**src/rtl/sic_pkg.sv**
```systemverilog
package sic_pkg;

  localparam int NUM_WORDS = 3;

  typedef enum logic [2:0] {
    ADR_SUMMARY = 3'd0,
    ADR_BUS_A   = 3'd1,
    ADR_BUS_B   = 3'd2,
    ADR_DMA     = 3'd3,
    ADR_MSK_A   = 3'd4,
    ADR_MSK_B   = 3'd5,
    ADR_MSK_DMA = 3'd6,
    ADR_CTRL    = 3'd7
  } sic_addr_e;

endpackage

```
**src/rtl/sic_word.sv**
```systemverilog
// One status word with its visible and hidden levels.
// Per level: raw status bits, bits that raise the pending flag,
// and bits that may drive the request line.
module sic_word #(
  parameter int             W     = 8,
  parameter logic [W-1:0]   FATAL = '0
) (
  input  logic         clk,
  input  logic         rst_n,
  input  logic [W-1:0] evt,
  input  logic [W-1:0] mask,
  input  logic         to_shadow,
  input  logic         promote,
  input  logic         rd_clr,
  output logic [W-1:0] vis,
  output logic         pend,
  output logic         pend_nxt,
  output logic         req_nxt,
  output logic         sh_any,
  output logic         sh_nxt_any
);

  logic [W-1:0] vis_q, vp_q, vi_q, sh_q, sp_q, si_q;
  logic [W-1:0] vis_d, vp_d, vi_d, sh_d, sp_d, si_d;
  logic [W-1:0] q_pend, q_req, keep;
  logic         en;

  assign q_pend = evt & (~mask | FATAL);
  assign q_req  = evt & ~mask;
  assign keep   = rd_clr ? '0 : '1;
  assign en     = rd_clr | promote | (|evt);

  always_comb begin
    vis_d = vis_q & keep;
    vp_d  = vp_q & keep;
    vi_d  = vi_q & keep;
    sh_d  = sh_q;
    sp_d  = sp_q;
    si_d  = si_q;
    if (promote) begin
      vis_d = vis_d | sh_q | evt;
      vp_d  = vp_d | sp_q | q_pend;
      vi_d  = vi_d | si_q | q_req;
      sh_d  = '0;
      sp_d  = '0;
      si_d  = '0;
    end else if (to_shadow) begin
      sh_d  = sh_q | evt;
      sp_d  = sp_q | q_pend;
      si_d  = si_q | q_req;
    end else begin
      vis_d = vis_d | evt;
      vp_d  = vp_d | q_pend;
      vi_d  = vi_d | q_req;
    end
  end

  always_ff @(posedge clk or negedge rst_n) begin
    if (!rst_n) begin
      vis_q <= '0;
      vp_q  <= '0;
      vi_q  <= '0;
      sh_q  <= '0;
      sp_q  <= '0;
      si_q  <= '0;
    end else if (en) begin
      vis_q <= vis_d;
      vp_q  <= vp_d;
      vi_q  <= vi_d;
      sh_q  <= sh_d;
      sp_q  <= sp_d;
      si_q  <= si_d;
    end
  end

  assign vis        = vis_q;
  assign pend       = |vp_q;
  assign pend_nxt   = |vp_d;
  assign req_nxt    = |vi_d;
  assign sh_any     = |sh_q;
  assign sh_nxt_any = |sh_d;

endmodule

```
**src/rtl/sic_gap.sv**
```systemverilog
// Forced request gap before promotion of the hidden level.
module sic_gap #(
  parameter int GAP_CYC = 3
) (
  input  logic clk,
  input  logic rst_n,
  input  logic start,
  output logic busy,
  output logic busy_nxt,
  output logic promote
);

  localparam int GW = $clog2(GAP_CYC + 1);

  logic [GW-1:0] cnt_q, cnt_d;

  always_comb begin
    if (start)           cnt_d = GW'(GAP_CYC);
    else if (cnt_q != 0) cnt_d = cnt_q - 1'b1;
    else                 cnt_d = cnt_q;
  end

  always_ff @(posedge clk or negedge rst_n) begin
    if (!rst_n) cnt_q <= '0;
    else        cnt_q <= cnt_d;
  end

  assign busy     = (cnt_q != 0);
  assign busy_nxt = (cnt_d != 0);
  assign promote  = (cnt_q == GW'(1));

endmodule

```
**src/rtl/stacked_irq_ctrl.sv**
```systemverilog
module stacked_irq_ctrl
  import sic_pkg::*;
#(
  parameter int               W         = 8,
  parameter int               GAP_CYC   = 3,
  parameter logic [3*W-1:0]   FATAL_MAP = 24'h03_80_01
) (
  input  logic         clk,
  input  logic         rst_n,
  input  logic [W-1:0] bus_evt0,
  input  logic [W-1:0] bus_evt1,
  input  logic [W-1:0] dma_evt,
  input  logic         reg_rd,
  input  logic         reg_wr,
  input  logic [2:0]   reg_addr,
  input  logic [W-1:0] reg_wdata,
  output logic [W-1:0] reg_rdata,
  output logic         irq_n
);

  logic [W-1:0] evt_w  [NUM_WORDS];
  logic [W-1:0] vis_w  [NUM_WORDS];
  logic [W-1:0] mask_q [NUM_WORDS];
  logic [W-1:0] mask_d [NUM_WORDS];
  logic [NUM_WORDS-1:0] pend_w, pend_nxt_w, req_nxt_w, sh_w, sh_nxt_w;

  logic bus_pend, dma_pend, pend_any, pend_any_nxt, sh_any, sh_nxt_any;
  logic gap_busy, gap_busy_nxt, promote, gap_start, to_shadow, evt_any;
  logic dis_q, dis_d, irq_on_q, irq_on_d;

  assign evt_w[0] = bus_evt0;
  assign evt_w[1] = bus_evt1;
  assign evt_w[2] = dma_evt;
  assign evt_any  = |{bus_evt0, bus_evt1, dma_evt};

  for (genvar g = 0; g < NUM_WORDS; g++) begin : g_word
    logic rd_clr;
    assign rd_clr = reg_rd && (reg_addr == 3'(ADR_BUS_A + g));

    sic_word #(
      .W     (W),
      .FATAL (FATAL_MAP[g*W +: W])
    ) u_word (
      .clk        (clk),
      .rst_n      (rst_n),
      .evt        (evt_w[g]),
      .mask       (mask_q[g]),
      .to_shadow  (to_shadow),
      .promote    (promote),
      .rd_clr     (rd_clr),
      .vis        (vis_w[g]),
      .pend       (pend_w[g]),
      .pend_nxt   (pend_nxt_w[g]),
      .req_nxt    (req_nxt_w[g]),
      .sh_any     (sh_w[g]),
      .sh_nxt_any (sh_nxt_w[g])
    );

    always_comb begin
      mask_d[g] = mask_q[g];
      if (reg_wr && (reg_addr == 3'(ADR_MSK_A + g))) mask_d[g] = reg_wdata;
    end

    always_ff @(posedge clk or negedge rst_n) begin
      if (!rst_n) mask_q[g] <= '0;
      else        mask_q[g] <= mask_d[g];
    end
  end

  assign bus_pend     = pend_w[0] | pend_w[1];
  assign dma_pend     = pend_w[2];
  assign pend_any     = |pend_w;
  assign pend_any_nxt = |pend_nxt_w;
  assign sh_any       = |sh_w;
  assign sh_nxt_any   = |sh_nxt_w;

  // Events are held back while a first level is pending or a gap runs.
  assign to_shadow = (pend_any | gap_busy) & ~promote;
  assign gap_start = pend_any & ~pend_any_nxt & sh_nxt_any & ~gap_busy;

  sic_gap #(.GAP_CYC(GAP_CYC)) u_gap (
    .clk      (clk),
    .rst_n    (rst_n),
    .start    (gap_start),
    .busy     (gap_busy),
    .busy_nxt (gap_busy_nxt),
    .promote  (promote)
  );

  always_comb begin
    dis_d = dis_q;
    if (reg_wr && (reg_addr == ADR_CTRL)) dis_d = reg_wdata[0];
    irq_on_d = (|req_nxt_w) & ~gap_busy_nxt & (~dis_d | irq_on_q);
  end

  always_ff @(posedge clk or negedge rst_n) begin
    if (!rst_n) begin
      dis_q    <= 1'b0;
      irq_on_q <= 1'b0;
    end else begin
      dis_q    <= dis_d;
      irq_on_q <= irq_on_d;
    end
  end

  assign irq_n = ~irq_on_q;

  always_comb begin
    case (reg_addr)
      ADR_SUMMARY: reg_rdata = {{(W-2){1'b0}}, dma_pend, bus_pend};
      ADR_BUS_A:   reg_rdata = vis_w[0];
      ADR_BUS_B:   reg_rdata = vis_w[1];
      ADR_DMA:     reg_rdata = vis_w[2];
      ADR_MSK_A:   reg_rdata = mask_q[0];
      ADR_MSK_B:   reg_rdata = mask_q[1];
      ADR_MSK_DMA: reg_rdata = mask_q[2];
      default:     reg_rdata = {{(W-1){1'b0}}, dis_q};
    endcase
  end

endmodule

```
**config.mk**
```make
export PLATFORM = sky130hd
export DESIGN_NAME = stacked_irq_ctrl
export DESIGN_NICKNAME = d
export VERILOG_FILES = /design/src/rtl/sic_pkg.sv /design/src/rtl/sic_word.sv /design/src/rtl/sic_gap.sv /design/src/rtl/stacked_irq_ctrl.sv
export SDC_FILE = /design/constraint.sdc
export NUM_CORES = 1
export LEC_CHECK = 0
export ABC_AREA = 0
export BUFFER_PORTS_ARGS = -buffer_cell sky130_fd_sc_hd__clkbuf_2
export CORE_MARGIN = 2
export CORE_UTILIZATION = 65
export CTS_CLUSTER_SIZE = 40
export DETAILED_ROUTE_END_ITERATION = 8
export MAX_ROUTING_LAYER = met4
export PLACE_DENSITY = 0.85
export SLEW_MARGIN = 15
export SYNTH_ARGS = -nofsm -noshare
export SYNTH_HDL_FRONTEND = slang
export SYNTH_SLANG_ARGS = --single-unit
export TNS_END_PERCENT = 5
```
**constraint.sdc**
```tcl
create_clock -name clk -period 3.6 [get_ports clk]
set_input_delay 0.72 -clock clk [delete_from_list [all_inputs] [get_ports clk]]
set_output_delay 0.72 -clock clk [all_outputs]
set_load 0.02 [all_outputs]
```
# == Yosys cells after proc, flatten, opt, wreduce, memory -nomap -nowiden ==
# Index checks and enable logic that the tools add are counted.
# classes
add_sub_neg,1
n_eq_ne,8
mux,43
n_bitwise,75
n_reduce_logical,24
# op_table
op,count
8-bit two-way mux,39
8-bit bitwise OR,36
8-bit AND,15
24-bit OR reduction,4
8-bit case mux with 7 select lines,1
8-bit OR reduction,6
8-bit inverter,3
3-bit equality test (second input constant),4
1-bit bitwise OR,9
1-bit logical AND,7
1-bit AND,6
3-bit by 2-bit equality test with 1-bit output (second input constant),2
1-bit inverter,6
2-bit AND reduction,3
2-bit nonzero test,3
2-bit two-way mux,2
3-bit by 1-bit equality test with 1-bit output (second input constant),1
3-bit zero test,1
2-bit by 1-bit equality test with 1-bit output (second input constant),1
2-bit by 1-bit subtractor with 2-bit output (second input constant),1
1-bit two-way mux,1
# totals
register_bits,172
output_inout_bits,9
word_cells,175

# == Logic depth before layout (Yosys ltp) ==
# Gate-level depths: netlist of run 1.
# logic_depth
ltp_word,17
depth_mapped,8
ltp_nobuf,6

# == Hierarchy ==
# Synthesis of run 1 repeated with hierarchy kept, for this count alone.
# hier_totals
hier_cells,785
area_unflattened_um2,8017.7
# by_module_without_submodules
mod,n_inst,cells_per_inst,area_each_um2
sic_word (g_word[2].u_word),1,219,2148.3
sic_word (g_word[1].u_word),1,216,2137.0
sic_word (g_word[0].u_word),1,208,2090.8
stacked_irq_ctrl,1,134,1555.2
sic_gap,1,8,86.3

# == Least setup slack after synthesis of run 1 ==
# Ideal clock, no wire load.
# synth_timing
kind,input -> output
from,input port reg_addr[2]
to,output port reg_rdata[0]
t_arrival_ps,2198
required_ps,2880
path_slack_ps,682
stages,6
n_path_buf,2
cell_sequence,clkbuf_1 -> buf_1 -> nor4_1 -> nor3_1 -> a211oi_1 -> o21ai_0
# synth_via
elab_chain_len,2
# synth_lines
element,line_no,text
"start, declared",stacked_irq_ctrl.sv:15,"input logic [2:0] reg_addr,"
"3-bit equality test, or another cell as far along",stacked_irq_ctrl.sv:109,case (reg_addr)
8-bit case mux with 7 select lines (*),stacked_irq_ctrl.sv:109,
"end, declared",stacked_irq_ctrl.sv:17,"output logic [W-1:0] reg_rdata,"
# Mark *: on every way between the ends. The rest lies on a longest branch, timed or not.

# == Final worst setup path of run 1 ==
# layout_timing
from,register g_word[1].u_word.vp_q[4]
to,output port reg_rdata[0]
# layout_via
elab_chain_len,3
# layout_lines
element,line_no,text
"start, declared",sic_word.sv:23,"logic [W-1:0] vis_q, vp_q, vi_q, sh_q, sp_q, si_q;"
"start signal, assigned",sic_word.sv:68,vp_q <= vp_d;
8-bit OR reduction,sic_word.sv:77,assign pend = |vp_q;
1-bit bitwise OR,stacked_irq_ctrl.sv:70,assign bus_pend = pend_w[0] | pend_w[1];
8-bit case mux with 7 select lines,stacked_irq_ctrl.sv:109,
# No other way between the ends.

==> results of run 1 <==
==> flip-flops by register name, summed over array words and instances, names as in the netlist <==
register / count
g_word.u_word.sp_q: 24
g_word.u_word.vi_q: 24
dis_q: 1
mask_q: 24
g_word.u_word.vis: 24
g_word.u_word.si_q: 24
irq_on_q: 1
u_gap.cnt_q: 2
g_word.u_word.vp_q: 24
g_word.u_word.sh_q: 24
==> worst paths after layout <==
check / endpoint / cells past startpoint / from / slack (ns)
setup / recovery: reg_rdata[0] / 7 / g_word[1].u_word.vp_q[4]$_DFFE_PN0N_ / 0.30
hold / removal: g_word[1].u_word.sp_q[3]$_DFFE_PN0P_ / 1 / rst_n / 0.21
setup reg to reg: u_gap.cnt_q[0]$_DFF_PN0_ / 7 / g_word[2].u_word.vp_q[0]$_DFFE_PN0N_ / 0.81
hold reg to reg: g_word[2].u_word.sp_q[3]$_DFFE_PN0P_ / 2 / g_word[2].u_word.sp_q[3]$_DFFE_PN0P_ / 0.48
max in group asynchronous: g_word[0].u_word.vi_q[6]$_DFFE_PN0P_ / 2 / rst_n / 2.59
min in group clk: g_word[2].u_word.sp_q[3]$_DFFE_PN0P_ / 2 / g_word[2].u_word.sp_q[3]$_DFFE_PN0P_ / 0.48
==> final cells by class <==
cell class | instances | area share (%)
clock buffer | 20 | 5.354
clock inverter | 12 | 1.071
inverter | 5 | 0.2200
multi-input combinational | 571 | 36.50
sequential | 172 | 50.46
tap | 143 | 2.098
timing repair buffer | 62 | 4.298
==> where the power goes <==
group / switching (mW) / internal, mW / total (mW)
Clock: 0.771 / 0.924 / 1.69
Sequential: 0.574 / 2.62 / 3.19
Combinational: 1.10 / 0.656 / 1.76
Total: 2.45 / 4.20 / 6.65
==> worst max-delay path, cell delays in order (launching register included) <==
cell	delay (ns)
sky130_fd_sc_hd__dfrtp_1	0.39
sky130_fd_sc_hd__nor4_1	0.50
sky130_fd_sc_hd__nand3_1	0.26
sky130_fd_sc_hd__nor4_1	0.43
sky130_fd_sc_hd__nor3_1	0.10
sky130_fd_sc_hd__a211oi_1	0.17
sky130_fd_sc_hd__o21ai_0	0.12
sky130_fd_sc_hd__clkbuf_2	0.19
==> synthesized netlist by cell type <==
cell type                   count  area (um^2)
sky130_fd_sc_hd__dfrtp_1      172         4304
sky130_fd_sc_hd__nand2_1      125        469.2
sky130_fd_sc_hd__a21oi_1      119        595.6
sky130_fd_sc_hd__o21ai_0      114        570.6
sky130_fd_sc_hd__nor2_1        51        191.4
sky130_fd_sc_hd__clkbuf_1      40        150.1
sky130_fd_sc_hd__nor4_1        30        187.7
sky130_fd_sc_hd__mux2_2        28        315.3
sky130_fd_sc_hd__nor2b_1       25        156.4
sky130_fd_sc_hd__nand2b_1      19        118.9
sky130_fd_sc_hd__mux2i_1       11        110.1
sky130_fd_sc_hd__nand4_1        7        43.79
sky130_fd_sc_hd__nand3_1        6        30.03
sky130_fd_sc_hd__inv_1          5        18.77
sky130_fd_sc_hd__a22o_1         4        35.03
sky130_fd_sc_hd__a311oi_1       4        35.03
sky130_fd_sc_hd__a221oi_1       3        26.28
sky130_fd_sc_hd__buf_1          3        11.26
sky130_fd_sc_hd__nor3_1         3        15.01
sky130_fd_sc_hd__and4_1         2        17.52
sky130_fd_sc_hd__nand4b_1       2        17.52
sky130_fd_sc_hd__or3_1          2        12.51
sky130_fd_sc_hd__or4_1          2        15.01
sky130_fd_sc_hd__a211o_1        1        8.760
sky130_fd_sc_hd__a211oi_1       1        7.510
sky130_fd_sc_hd__a21boi_0       1        7.510
sky130_fd_sc_hd__a21o_1         1        7.510
sky130_fd_sc_hd__a222oi_1       1        10.01
sky130_fd_sc_hd__a31oi_1        1        6.260
sky130_fd_sc_hd__and3_1         1        6.260
sky130_fd_sc_hd__buf_2          1        5.000
sky130_fd_sc_hd__mux4_2         1        22.52
sky130_fd_sc_hd__nand3b_1       1        7.510
sky130_fd_sc_hd__nand4bb_1      1        11.26
sky130_fd_sc_hd__o31ai_1        1        7.510
sky130_fd_sc_hd__o41ai_1        1        8.760
sky130_fd_sc_hd__or3b_2         1        8.760
sky130_fd_sc_hd__or4_4          1        11.26
==> per-stage QoR <==
stage | worst slack, ns | cells | hold slack, ns
6_report | 0.2968 | 985 | 0.2099
5_1_grt | 0.1586 | 985 | 0.2364
3_3_place_gp | 0.6930 | 953 | 0.4612
2_1_floorplan | 0.6822 | 792 | 0.4244
4_1_cts | 0.3289 | 985 | 0.2157
3_5_place_dp | 0.6522 | 953 | 0.4712
==> cells by family after synthesis <==
family                 after synthesis
AOI/OAI and AO/OA                  252
buffers and inverters               49
muxes                               40
and+or+nand+nor                    279
DFF                                172
==> metal layers <==
layer,vias up,track usage (%),routed length (um)
met4,0,16.02,876
met5,-,-,0
met1,3131,52.09,9186
met2,345,56.36,10070
met3,63,5.724,1572
li1,2875,-,-
==> flow_summary.ini, run 1 <==
[timing]
finalSetupViolCount = 0
finalCriticalPeriod_ns = 3.303
rsz_0062_raised_after_global_routing = false
max_clock_freq_mhz = 302.7
finalHoldViolCount = 0
tightestPinTransition_ns = 0.9123
final-max-slew-violation-count = 0
totalNegativeSetupSlack_ns = 0
max_slew_margin_pct = 39.05
period_share_pct = 91.75
clock-skew-final_ns = 0.007816

[clock_tree]
cts_tree = done
clk_root_buffer_cell = sky130_fd_sc_hd__clkbuf_16
tritoncts_num_sinks = 172
cts.clk_slew.worst_paths_ns = 0.07
clkLatencyLatePin_ns = 0.43
max-clock-path-buffers = 2
number_of_buffers_added_by_the_clock_tree_synthesis_step = 17
cts.repair.resized = 0
hold_buffers = 0
cts-htree-levels = 4
cts_setup_buffers = 0

[layout]
top_library_cells_by_usage_in_the_layout_fill_and_taps_aside = 172 x sky130_fd_sc_hd__dfrtp_1, 125 x sky130_fd_sc_hd__nand2_1, 118 x sky130_fd_sc_hd__a21oi_1
fin_nets = 868
finalCoreUtilization_pct = 74.70
drive_above_1_share_pct = 14.96
antennaDiodeCount = 0
nFillCells = 812
synthToLayoutAreaGrowth_pct = 12.47
regArea_mm2 = 0.004304
stdcell_area_mm2 = 0.008529
multi_input_comb_area_mm2 = 0.003113
layout_commonest_cell = sky130_fd_sc_hd__dfrtp_1

[logic_synthesis]
fraction_of_synthesized_cell_area_in_xor_and_xnor_cells_pct = 0
synthesized_area_fraction_occupied_by_and_or_nand_nor_cells_pct = 17.41
netlist-cell-type-count = 38
mux_contribution_to_synthesized_area_pct = 5.907
syn-mean-instance-area_um2 = 9.575
synth-seq-area-share_pct = 56.76
compound_cell_area_share_of_the_yosys_netlist_pct = 17.49
ys_warn_count = 0
main_combinational_cell_family_by_area_after_synthesis = compound AO/OA/AOI/OAI gates
yosys.area_share.adder_pct = 0
synth_fp_nets = 831
netlist_area_mm2 = 0.007584
synth_cells = 792
synth.ff_latch_count = 172

[floorplan]
floorplan.die.width_um = 112.0
floorplan.initialDensity_pct = 66.41
die_span_in_y_um = 112.0
core.rowCount = 39
placeableCoreArea_mm2 = 0.01142
die_area_mm2 = 0.01255
boundaryPins = 48

[grt]
antenna_found_initial = 0
grt_max_degree = 60
first_global_vias = 6284
grt_use_total_pct = 37.57
globalRouteOverflowTotal = 0
global_route_wire_length_before_repair_um = 34780

[power]
p_leak_nw = 3.697
total_power_mw = 6.648
cellPowerDensity_mw_per_mm2 = 779.4
ir_worst_vdd_mv = 0.5085

[detailed_routing]
drt-initial-drc-count = 756
routed_wl_um = 21710
drt.antenna.violating_nets = 0
routed_vias = 6414
detailedRoute.firstPassIterationCount = 6
ratio_of_routed_vias_to_standard_cells = 6.512
drc_violations_left = 0
wire_length_per_cell_after_detailed_routing_um = 22.04

[place]
placement.cell_area_mm2 = 0.007981
gp_congestion = 1.000
port_buffers = 47
dp_hpwl_um = 16110

[setup_path]
cp-end-kind = output port
critPathLaunchType = flop
required_ns = 2.88
worstPathMaxFanout = 3
worst_ep_arrival_time_ns = 2.58
critical_path_class = reg -> out

[status]
status = completed

[job]
max_cap_viol_count = 0

[min_path]
classification_of_the_worst_slack_hold_path = in -> async
(Power assumes the default switching activity.)
==> inputs of run 2 (changes only) <==
Settings changed: RECOVER_POWER set to 25.
==> run 2 against run 1 <==
  * The run now ends with max-capacitance violations, max-slew violations left
  * Sequential share of layout area grew 0.12 points
  * Register-to-register slack better by 0.04 ns
  * Final area decreased by 0.23%
  * Combinational power hardly changed
  * Global-route usage unchanged
  * Die area unchanged
  * Via count is 0.20% lower
  * Clock skew about the same
  * Clock power barely moved
  * Clock-buffer cell count is the same
  * Critical path type unchanged
  * Critical endpoint unchanged
  * Highest routed layer unchanged
==> flow_summary.ini, run 2 (synthesis gave the netlist of run 1 again) <==
[floorplan]
core.rowCount = 39
die_span_in_y_um = 112.0
boundaryPins = 48
floorplan.initialDensity_pct = 66.41
placeableCoreArea_mm2 = 0.01142
floorplan.die.width_um = 112.0
die_area_mm2 = 0.01255

[timing]
final-max-slew-violation-count = 45
finalCriticalPeriod_ns = 3.286
whs_ns = 0.4853
totalNegativeSetupSlack_ns = 0
max_clock_freq_mhz = 304.4
rsz_0062_raised_after_global_routing = false
clock-skew-final_ns = 0.007839
finalSetupViolCount = 0
max_slew_margin_pct = -51.89
post-route-worst-setup-slack_ns = 0.3143
finalHoldViolCount = 0
period_share_pct = 91.27
tightestPinTransition_ns = 2.278

[place]
port_buffers = 47
dp_hpwl_um = 16110
cell_total_after_placement = 953
placement.cell_area_mm2 = 0.007981
gp_congestion = 1.000
detailedPlace.worstSlack_ns = 0.6522

[grt]
antenna_found_initial = 0
globalRouteOverflowTotal = 0
grt_use_total_pct = 37.57
grt_max_degree = 60
global_route_wire_length_before_repair_um = 34780
first_global_vias = 6284

[clock_tree]
cts.repair.resized = 0
cts.clk_slew.worst_paths_ns = 0.06
cts_setup_buffers = 0
clkLatencyLatePin_ns = 0.43
cts_tree = done
number_of_buffers_added_by_the_clock_tree_synthesis_step = 17
hold_buffers = 0
cts-htree-levels = 4
max-clock-path-buffers = 2
tritoncts_num_sinks = 172
clk_root_buffer_cell = sky130_fd_sc_hd__clkbuf_16

[layout]
synthToLayoutAreaGrowth_pct = 12.21
antennaDiodeCount = 0
stdcell_area_mm2 = 0.008509
layout_commonest_cell = sky130_fd_sc_hd__dfrtp_1
final_cell_count_no_fill = 985
fin_nets = 868
finalCoreUtilization_pct = 74.52
nFillCells = 815
drive_above_1_share_pct = 14.85
top_library_cells_by_usage_in_the_layout_fill_and_taps_aside = 172 x sky130_fd_sc_hd__dfrtp_1, 125 x sky130_fd_sc_hd__nand2_1, 118 x sky130_fd_sc_hd__a21oi_1

[power]
net-switching-power_mw = 2.447
p_leak_nw = 3.688
cell_internal_pwr_mw = 4.197
swShare_pct = 36.83
power.sequential.fraction_pct = 48.1
ir_worst_vdd_mv = 0.5081
power_frac_comb_pct = 26.4
cellPowerDensity_mw_per_mm2 = 780.7
pwr-share-clk_pct = 25.5
total_power_mw = 6.643

[detailed_routing]
detailedRoute.firstPassIterationCount = 5
wire_length_per_cell_after_detailed_routing_um = 22.03
ratio_of_routed_vias_to_standard_cells = 6.498
drt.antenna.violating_nets = 0
drt-initial-drc-count = 753
routed_vias = 6401
drc_violations_left = 0
routed_wl_um = 21700

[setup_path]
worst_ep_arrival_time_ns = 2.57
critPathLaunchType = flop
cp-end-kind = output port
required_ns = 2.88
critical_path_class = reg -> out
worstPathMaxFanout = 3

[status]
violations_in_the_final_reports = max-capacitance violations, max-slew violations
status = finished, violations left

[min_path]
classification_of_the_worst_slack_hold_path = reg -> reg

[job]
max_cap_viol_count = 1
-- run 2: metal layers --
| layer | GRT usage [%] | share of wire [%] |
|---|---|---|
| met1 | 52.09 | 42 |
| met2 | 56.36 | 46 |
| met3 | 5.724 | 7.3 |
| met4 | 16.02 | 4.1 |
| met5 | - | 0 |
-- run 2: final timing paths --
kind                                                       from                                    to  slack [ns]  depth (start not counted)
setup / recovery           g_word[1].u_word.vp_q[4]$_DFFE_PN0N_                          reg_rdata[0]        0.31                          7
hold / removal             g_word[2].u_word.sp_q[3]$_DFFE_PN0P_  g_word[2].u_word.sp_q[3]$_DFFE_PN0P_        0.49                          2
setup reg to reg           g_word[2].u_word.vp_q[0]$_DFFE_PN0N_                    irq_on_q$_DFF_PN0_        0.85                          7
hold reg to reg            g_word[2].u_word.sp_q[3]$_DFFE_PN0P_  g_word[2].u_word.sp_q[3]$_DFFE_PN0P_        0.49                          2
max in group asynchronous                                 rst_n   g_word[0].u_word.vis[0]$_DFFE_PN0P_        0.68                          2
min in group asynchronous                                 rst_n  g_word[1].u_word.sp_q[3]$_DFFE_PN0P_        0.97                          1
-- run 2: critical path: stages, from the launching register on --
cell	delay [ns]
sky130_fd_sc_hd__dfrtp_1	0.39
sky130_fd_sc_hd__nor4_1	0.49
sky130_fd_sc_hd__nand3_1	0.26
sky130_fd_sc_hd__nor4_1	0.43
sky130_fd_sc_hd__nor3_1	0.10
sky130_fd_sc_hd__a211oi_1	0.17
sky130_fd_sc_hd__o21ai_0	0.12
sky130_fd_sc_hd__clkbuf_2	0.19
-- run 2: power groups by stage --
stage | registers [mW] | logic [mW] | clock network (mW)
2_1_floorplan | 2.96 | 1.24 | 0
3_3_place_gp | 3.17 | 1.65 | 0
3_5_place_dp | 3.20 | 1.73 | 0
4_1_cts | 3.18 | 1.74 | 1.69
5_1_grt | 3.25 | 1.98 | 1.77
6_report | 3.19 | 1.76 | 1.69
-- run 2: final cells by class --
cell class	instances	area (um^2)	area share, %
Timing Repair Buffer	62	346.6	4.073
Multi-Input combinational cell	571	3113	36.58
Sequential cell	172	4304	50.58
Clock inverter	12	91.34	1.073
Inverter	5	18.77	0.2206
Clock buffer	20	456.7	5.367
Tap cell	143	178.9	2.103
==> inputs of run 3 (changes only) <==
Settings changed: PLACE_DENSITY 0.85 to 0.84, SYNTH_HIERARCHICAL set to 1, TNS_END_PERCENT 5 to 30.
==> run 3 against run 2 <==
  * Flip-flop and latch count unchanged
  * Area after synthesis up 5.1%
  * Global-route usage is 1.9 points lower
  * Critical path type is now reg -> reg
  * Setup slack worse by 0.21 ns
  * Total power is 4.8% higher
  * The run still ends with max-capacitance violations, max-slew violations left
  * Clock-buffer cell count is 2 higher
  * Critical endpoint is now irq_on_q$_DFF_PN0_
  * Sequential share of layout area down 3.2 points
  * First-iteration DRC count fell by 11%
  * Sequential power fell by 3%
  * Hold slack lost 0.011 ns
  * Largest cell class unchanged
  * Critical path depth up 6
  * Final area up 6.7%
==> flow_summary.ini, run 3 <==
[floorplan]
boundaryPins = 48
floorplan.die.width_um = 114.7
core.rowCount = 40
placeableCoreArea_mm2 = 0.01201
floorplan.initialDensity_pct = 66.34
die_span_in_y_um = 114.7
die_area_mm2 = 0.01316

[timing]
final-max-slew-violation-count = 84
finalSetupViolCount = 0
max_clock_freq_mhz = 285.8
finalCriticalPeriod_ns = 3.499
tightestPinTransition_ns = 2.094
totalNegativeSetupSlack_ns = 0
period_share_pct = 97.20
post-route-worst-setup-slack_ns = 0.1006
clock-skew-final_ns = 0.006730
finalHoldViolCount = 0
max_slew_margin_pct = -39.63

[logic_synthesis]
synth_fp_nets = 815
netlist_area_mm2 = 0.007969
syn-mean-instance-area_um2 = 10.27
ys_warn_count = 6
synth_cells = 776

[clock_tree]
cts_tree = done
clk_root_buffer_cell = sky130_fd_sc_hd__clkbuf_16
clkLatencyLatePin_ns = 0.43
cts-htree-levels = 4
max-clock-path-buffers = 2
hold_buffers = 0
number_of_buffers_added_by_the_clock_tree_synthesis_step = 17
tritoncts_num_sinks = 172
cts.clk_slew.worst_paths_ns = 0.06

[layout]
top_library_cells_by_usage_in_the_layout_fill_and_taps_aside = 172 x sky130_fd_sc_hd__dfrtp_1, 92 x sky130_fd_sc_hd__a21oi_1, 80 x sky130_fd_sc_hd__nor2_1
drive_above_1_share_pct = 19.16
nFillCells = 803
multi_input_comb_area_mm2 = 0.003371
layout_commonest_cell = sky130_fd_sc_hd__dfrtp_1
fin_nets = 863
final_cell_count_no_fill = 982
regArea_mm2 = 0.004304
finalCoreUtilization_pct = 75.61
synthToLayoutAreaGrowth_pct = 13.97
antennaDiodeCount = 0

[status]
violations_in_the_final_reports = max-capacitance violations, max-slew violations
status = finished, violations left

[setup_path]
worstPathMaxFanout = 33
worst_ep_arrival_time_ns = 3.81
required_ns = 3.91
cp-end-kind = flop
critical_path_class = reg -> reg
critPathLaunchType = flop

[detailed_routing]
ratio_of_routed_vias_to_standard_cells = 6.638
drc_violations_left = 0
wire_length_per_cell_after_detailed_routing_um = 21.86
routed_vias = 6519
routed_wl_um = 21460
detailedRoute.firstPassIterationCount = 6
drt-initial-drc-count = 669
drt.antenna.violating_nets = 0

[grt]
globalRouteOverflowTotal = 0
grt_use_total_pct = 35.67
grt_max_degree = 108
first_global_vias = 6373
antenna_found_initial = 0
global_route_wire_length_before_repair_um = 34290

[job]
max_cap_viol_count = 1

[place]
dp_hpwl_um = 14450
detailedPlace.worstSlack_ns = -0.03247
cell_total_after_placement = 951
gp_congestion = 0.9619
port_buffers = 47

[power]
ir_worst_vdd_mv = 0.4741
total_power_mw = 6.961
cellPowerDensity_mw_per_mm2 = 766.4
p_leak_nw = 3.949

[min_path]
classification_of_the_worst_slack_hold_path = reg -> reg
-- run 3: final timing paths --
kind                                                 startpoint                              endpoint  slack (ns)  depth (start not counted)
max in group asynchronous                                 rst_n  g_word[2].u_word/sh_q[2]$_DFFE_PN0P_        1.12                          2
min in group asynchronous                                 rst_n  g_word[2].u_word/si_q[4]$_DFFE_PN0P_        0.89                          1
hold reg to reg            g_word[1].u_word/vi_q[1]$_DFFE_PN0P_  g_word[1].u_word/vi_q[1]$_DFFE_PN0P_        0.47                          1
hold / removal             g_word[1].u_word/vi_q[1]$_DFFE_PN0P_  g_word[1].u_word/vi_q[1]$_DFFE_PN0P_        0.47                          1
setup reg to reg           g_word[0].u_word/vp_q[7]$_DFFE_PN0P_                    irq_on_q$_DFF_PN0_        0.10                         13
setup / recovery           g_word[0].u_word/vp_q[7]$_DFFE_PN0P_                    irq_on_q$_DFF_PN0_        0.10                         13
-- run 3: area by class of cell --
type | instances | share of cell area, %
well taps | 147 | 2.025
inverters | 39 | 1.612
clock buffers | 22 | 5.221
clock inverters | 8 | 1.543
flip-flops and latches | 172 | 47.39
repair buffers | 72 | 5.097
multi-input cells | 522 | 37.11
-- run 3: critical path, stage by stage (launching register included) --
cell and delay (ns):
sky130_fd_sc_hd__dfrtp_1 0.38, sky130_fd_sc_hd__nor3_2 0.06, sky130_fd_sc_hd__nand3_1 0.17, sky130_fd_sc_hd__nor3_4 0.08
sky130_fd_sc_hd__a21oi_4 0.22, sky130_fd_sc_hd__buf_12 0.24, sky130_fd_sc_hd__nor3b_1 0.09, sky130_fd_sc_hd__a2111o_1 0.42
sky130_fd_sc_hd__or4_1 0.42, sky130_fd_sc_hd__or4_1 0.51, sky130_fd_sc_hd__or4_1 0.42, sky130_fd_sc_hd__nor3_2 0.19
sky130_fd_sc_hd__or2_1 0.15, sky130_fd_sc_hd__a211oi_2 0.04
-- run 3: power breakdown --
| group | internal [mW] | switching, mW | total, mW |
|---|---|---|---|
| Sequential | 2.62 | 0.477 | 3.09 |
| Clock | 1.20 | 0.720 | 1.92 |
| Combinational | 0.820 | 1.13 | 1.95 |
-- run 3: per-stage QoR --
| step | hold slack [ns] | instance area, um^2 |
|---|---|---|
| finish | 0.4747 | 9082 |
| global route | 0.4895 | 9082 |
| CTS | 0.3669 | 9030 |
| detailed placement | 0.4634 | 8411 |
| global placement | 0.4516 | 8411 |
| floorplan | 0.4244 | 8013 |
-- run 3: metal layers --
| layer | global-route usage [%] | up-vias | part of all wire (%) |
|---|---|---|---|
| li1 | - | 2871 | - |
| met5 | - | - | 0 |
| met4 | 13.82 | 0 | 3.2 |
| met1 | 48.76 | 3250 | 42 |
| met2 | 51.87 | 342 | 46 |
| met3 | 9.105 | 56 | 8.7 |
-- run 3: timing repair --
item	in CTS	in global routing
setup endpoints to repair	2	3
pin swaps	0	3
buffers inserted	0	0
gates resized for setup	1	7
cloned	0	1
